**src/rtl/pt_pkg.sv**
```systemverilog
package pt_pkg;
    typedef enum logic [1:0] {
        ACC_READ  = 2'd0,
        ACC_WRITE = 2'd1,
        ACC_EXEC  = 2'd2,
        ACC_RSVD  = 2'd3
    } acc_e;

    typedef enum logic [1:0] {
        FLT_NONE = 2'd0,
        FLT_PAGE = 2'd1,
        FLT_PROT = 2'd2
    } fault_e;

    typedef enum logic [1:0] {
        W_IDLE,
        W_ISSUE,
        W_WAIT,
        W_DONE
    } walk_st_e;

    localparam int PTE_RES_BIT = 31;
    localparam int PTE_RD_BIT  = 30;
    localparam int PTE_WR_BIT  = 29;
    localparam int PTE_EX_BIT  = 28;
endpackage

```
**src/rtl/pt_entry_addr.sv**
```systemverilog
module pt_entry_addr #(
    parameter int VA_W  = 32,
    parameter int VPN_W = 20,
    parameter int SHIFT = 2
) (
    input  logic [VA_W-1:0]  base,
    input  logic [VPN_W-1:0] vpn,
    output logic [VA_W-1:0]  addr
);
    logic [VA_W-1:0] scaled;
    always_comb begin
        scaled = VA_W'(vpn) << SHIFT;
        addr   = base + scaled;
    end
endmodule

```
**src/rtl/pt_pte_check.sv**
```systemverilog
module pt_pte_check
    import pt_pkg::*;
#(
    parameter int PTE_W = 32,
    parameter int PPN_W = 20
) (
    input  logic [PTE_W-1:0] pte,
    input  logic [1:0]       acc,
    output logic [1:0]       fault,
    output logic [PPN_W-1:0] ppn
);
    logic [3:0] allow;
    logic       resident;

    always_comb begin
        resident = pte[PTE_RES_BIT];
        allow    = {1'b0, pte[PTE_EX_BIT], pte[PTE_WR_BIT], pte[PTE_RD_BIT]};
        ppn      = pte[PPN_W-1:0];
        if (!resident)
            fault = FLT_PAGE;
        else if (!allow[acc])
            fault = FLT_PROT;
        else
            fault = FLT_NONE;
    end
endmodule

```
**src/rtl/pt_walker.sv**
```systemverilog
module pt_walker
    import pt_pkg::*;
#(
    parameter int VA_W      = 32,
    parameter int PAGE_BITS = 12,
    parameter int PTE_W     = 32,
    parameter int PPN_W     = 20
) (
    input  logic              clk,
    input  logic              rst_n,
    input  logic              req_valid,
    output logic              req_ready,
    input  logic [VA_W-1:0]   req_vaddr,
    input  logic [1:0]        req_acc,
    input  logic [VA_W-1:0]   req_base,
    output logic              mem_req_valid,
    input  logic              mem_req_ready,
    output logic [VA_W-1:0]   mem_req_addr,
    input  logic              mem_rsp_valid,
    input  logic [PTE_W-1:0]  mem_rsp_data,
    output logic              res_valid,
    output logic [PPN_W+PAGE_BITS-1:0] res_paddr,
    output logic [1:0]        res_fault
);
    localparam int VPN_W = VA_W - PAGE_BITS;
    localparam int PA_W  = PPN_W + PAGE_BITS;
    localparam int SHIFT = $clog2(PTE_W / 8);

    typedef struct packed {
        walk_st_e              st;
        logic [PAGE_BITS-1:0]  off;
        logic [1:0]            acc;
        logic [VA_W-1:0]       ent;
        logic [PA_W-1:0]       paddr;
        logic [1:0]            fault;
    } regs_t;

    regs_t r_d, r_q;

    logic [VA_W-1:0]  ent_addr;
    logic [1:0]       chk_fault;
    logic [PPN_W-1:0] chk_ppn;

    pt_entry_addr #(.VA_W(VA_W), .VPN_W(VPN_W), .SHIFT(SHIFT)) u_addr (
        .base (req_base),
        .vpn  (req_vaddr[VA_W-1:PAGE_BITS]),
        .addr (ent_addr)
    );

    pt_pte_check #(.PTE_W(PTE_W), .PPN_W(PPN_W)) u_chk (
        .pte   (mem_rsp_data),
        .acc   (r_q.acc),
        .fault (chk_fault),
        .ppn   (chk_ppn)
    );

    always_comb begin
        r_d = r_q;
        unique case (r_q.st)
            W_IDLE: if (req_valid) begin
                r_d.off = req_vaddr[PAGE_BITS-1:0];
                r_d.acc = req_acc;
                r_d.ent = ent_addr;
                r_d.st  = W_ISSUE;
            end
            W_ISSUE: if (mem_req_ready) r_d.st = W_WAIT;
            W_WAIT: if (mem_rsp_valid) begin
                r_d.fault = chk_fault;
                r_d.paddr = (chk_fault == FLT_NONE) ? {chk_ppn, r_q.off} : '0;
                r_d.st    = W_DONE;
            end
            W_DONE: r_d.st = W_IDLE;
            default: r_d.st = W_IDLE;
        endcase
    end

    always_ff @(posedge clk or negedge rst_n) begin
        if (!rst_n) r_q <= '{st: W_IDLE, default: '0};
        else        r_q <= r_d;
    end

    assign req_ready     = (r_q.st == W_IDLE);
    assign mem_req_valid = (r_q.st == W_ISSUE);
    assign mem_req_addr  = r_q.ent;
    assign res_valid     = (r_q.st == W_DONE);
    assign res_paddr     = r_q.paddr;
    assign res_fault     = r_q.fault;
endmodule

```
**config.mk**
```make
export PLATFORM = sky130hd
export DESIGN_NAME = pt_walker
export DESIGN_NICKNAME = d
export VERILOG_FILES = /design/src/rtl/pt_pkg.sv /design/src/rtl/pt_entry_addr.sv /design/src/rtl/pt_pte_check.sv /design/src/rtl/pt_walker.sv
export SDC_FILE = /design/constraint.sdc
export NUM_CORES = 1
export LEC_CHECK = 0
export ABC_AREA = 1
export BUFFER_PORTS_ARGS = -buffer_cell sky130_fd_sc_hd__buf_2
export CAP_MARGIN = 40
export CORE_UTILIZATION = 30
export CTS_BUF_LIST = sky130_fd_sc_hd__clkbuf_4 sky130_fd_sc_hd__clkbuf_8 sky130_fd_sc_hd__clkbuf_16
export DETAILED_ROUTE_END_ITERATION = 6
export SYNTH_ARGS = -nofsm -noshare
export SYNTH_HDL_FRONTEND = slang
export SYNTH_HIERARCHICAL = 1
export SYNTH_SLANG_ARGS = --single-unit
```
**constraint.sdc**
```tcl
create_clock -name clk -period 1.28 [get_ports clk]
set_input_delay 0.128 -clock clk [delete_from_list [all_inputs] [get_ports clk]]
set_output_delay 0.128 -clock clk [all_outputs]
set_load 0.02 [all_outputs]
```
==> results.md <==
- Core area: 19700 sq um
- Cell-by-cell trace of the critical path: inv_2, ha_4, buf_12, buf_8
- Crit path DAT: 1.21 ns
- Most frequent cells in the layout: nand2_1, buf_2, inv_1
- Final min period: 1.33 ns
- Clock sink total: 82
- Clk root buf: clkbuf_16
- Hold Vio Cnt, Final: 0
- Syn Nets: 989
- Critical path's slowest cell: dfrtp_1
- Period utilization: 104%
- Part of the Yosys area used for sequential elements: 33.9%
- Final Max Slew Viols: 0
- Clock latency on the worst-skew pair: 0.34 ns
- FF-to-FF setup slack: -0.04 ns
- Multi-input gate area: 3600 sq um
- Post-Syn Area: 6060 sq um
- PnR worst setup slack: -0.0539 ns
- Chip Height: around 140 um
- Mapped Cells: approximately 860
- Share of layout cells above drive strength 1: 44.6%
- Initial core utilization: 30.8%
- HP Start: mem_rsp_data[4]
- Dpl ws: -0.390 ns
- Hold Crit Depth: 3
- Via count: 5489
- Finish-stage setup viols: 68
- PwrDens: ~1800 nW/um^2
- Worst R2R Path Depth: 7
- Worst vdd rail ir drop: 0.000662 V
- Register bit total from synthesis: 82
- Post-Synth Simple-Gate Area: between 30 and 40%
- P&R area growth vs syn: 39.3%
- Final Skew: 0.00478 ns
- Critical Path Fanout Max: 2
- Metal3 WL: 680 um
- Vias/cell: 4.30
- Critical path's largest stage delay: 0.39 ns
- Proportion of synthesized area in mux cells: 0%
- CTS Buf Count: 9
- Total congestion overflow: 0
- Initial antenna violation count: 0
- Final Instance Area: 8440 sq um
- Reg clk slew, reported paths: 0.06 ns
- Largest family of logic cells by synthesized area: simple AND/OR/NAND/NOR gates
- Gpl congestion: slightly below 0.9
- Post-synthesis compound-gate area fraction: 1.65%
- Critical path class: reg -> out
- Worst path required time: 1.15 ns
- Adder-cell area share of the yosys netlist: 5.29%
- RSZ-0062 raised after global routing: true
- Max-Cap Viols: 0
- Reg area: 2050 sq um
- Met2 WL: 8.56 mm
- Worst reg2reg path startpoint: r_q[80]
- Mean area per synthesized cell: 7.04 sq um
- Main synth FF type: dfrtp_1
- DP Area: between 7000 and 8000 sq um
- Largest net degree at the start of global routing: 40
- Met1 WL: 7.29 mm
- Distinct cells, synth: 32
- Worst hold path type: in -> reg
- XOR/XNOR Fraction of Synth Area: 2.02%
- Hold Path Sink: res_paddr[16]
- Detailed Route WL: between 15 and 20 mm
- ANT nets after route: 0
- IO Port Bufs: 163
- Outcome: complete, but fails checks
- First-pass GRT wire length: around 26 mm
- Die X: around 140 um
- Reg-to-reg endpoint: mem_req_addr[24]
- Vias in the first global route: ~5k
- Slew HR: 75.3%
- IO Count: 172
- Yosys warns: 6
- CTS Buffer Depth: 2
- Total track usage: approximately 16%
- Top sig layer: met4
- Asr flop ratio synth: 100%
- H-tree depth: 3
- Iter 0 DRT Violations: 153
- DR pass1 iterations: 4
- Most common cell after layout, fill and taps aside: nand2_1
- CP Launch Type: flop
- Highest Clock Rate: 750 MHz
- # diodes: 0
- Worst-Margin Slew: 0.370 ns
- # DRC: 0
- Critical path endpoint category: output pin
- Failing checks: setup timing
- Die area: 20800 sq um
- Fin nets: roughly 1.1k
- Post-detail-place hpwl: 12.6 mm
- Leak Pwr: 4.67 nW
- CTS tree: yes
- EDFF count, synth: 0
- Fillcell total: 2025
- DR WL/cell: 13.2 um
- Num rows: 51
[worst max-delay path, delay by kind of cell, from the launching register on]
family / cells / cell delay [ns]
flip-flops: 1 / 0.39
buffers and inverters: 3 / 0.31
adder cells (fa/ha/maj): 1 / 0.18
[worst max-delay path by stage]
| stage | from | endpoint |
|---|---|---|
| CTS | r_q[80] | res_valid |
| floorplan | req_base[2] | mem_req_addr[16] |
| global route | req_vaddr[20] | mem_req_addr[26] |
| detailed placement | req_base[2] | mem_req_addr[22] |
| finish | r_q[80] | req_ready |
| global placement | req_base[16] | mem_req_addr[29] |
[synthesized netlist by cell type (all sizes together) (2+ instances only)]
| cell | count | area share, % |
|---|---|---|
| inv | 98 | 6.1 |
| xnor2 | 2 | 0.29 |
| ha | 24 | 5.0 |
| nand4 | 4 | 0.41 |
| dfrtp | 82 | 34 |
| o21ai | 5 | 0.41 |
| buf | 111 | 14 |
| nand3 | 112 | 10 |
| a21oi | 12 | 0.99 |
| nor3 | 8 | 1.1 |
| nand2 | 349 | 22 |
| nor2 | 35 | 2.8 |
| xor2 | 12 | 1.7 |
[stage by stage]
| stage | std cells | hold slack, ns | power (mW) | TNS (ns) | util, % |
|---|---|---|---|---|---|
| final | 1276 | 0.0187 | 15.4 | -1.07 | 43.0 |
| after global routing | 1276 | 0.0186 | 16.5 | -7.26 | 43.0 |
| after CTS | 1267 | 0.00737 | 14.4 | -0.506 | 40.2 |
| after detailed placement | 1237 | 0.0776 | 10.9 | -8.13 | 36.7 |
| after global placement | 1237 | 0.0765 | 10.8 | -7.90 | 36.7 |
| after floorplan | 861 | -0.168 | 9.90 | -1.21 | - |
[registers in the layout, summed over array words and instances (netlist names)]
name          cells
mem_req_addr     32
r_q              16
res_fault         2
res_paddr        32
[per-layer routing]
layer  up-vias  track usage (%)
met2       137             28.5
li1       2858                -
met3        18             2.65
met5         -                0
met1      2476             19.5
met4         0             4.37
[final cells by class]
| cell class | count | area share (%) |
|---|---|---|
| multi-input cells | 568 | 42.6 |
| clock buffers | 10 | 2.76 |
| well taps | 265 | 3.93 |
| repair buffers | 246 | 21.2 |
| inverters | 99 | 4.43 |
| flip-flops and latches | 82 | 24.3 |
| clock inverters | 6 | 0.771 |
[power by group]
group | switching, mW | internal [mW] | total (mW) | leakage [nW]
combinational | 4.71 | 3.46 | 8.17 | 3.47
clock | 1.06 | 1.54 | 2.60 | 0.147
sequential | 0.795 | 3.79 | 4.58 | 1.05
total | 6.57 | 8.79 | 15.4 | 4.67
[cell families after synthesis]
logic type,Yosys count
simple gates,510
buf+inv,211
flops,82
fa+ha+maj,25
xor+xnor,14
compound gates,19
[what timing repair did]
item	CTS	global route
hold buffers	1	0
setup buffers	8	5
gates cloned	5	4
pin swaps	16	53
endpoints found under the hold margin	24	0
setup endpoints to repair	39	85
resized for setup	48	116
(Power assumes the default switching activity.)
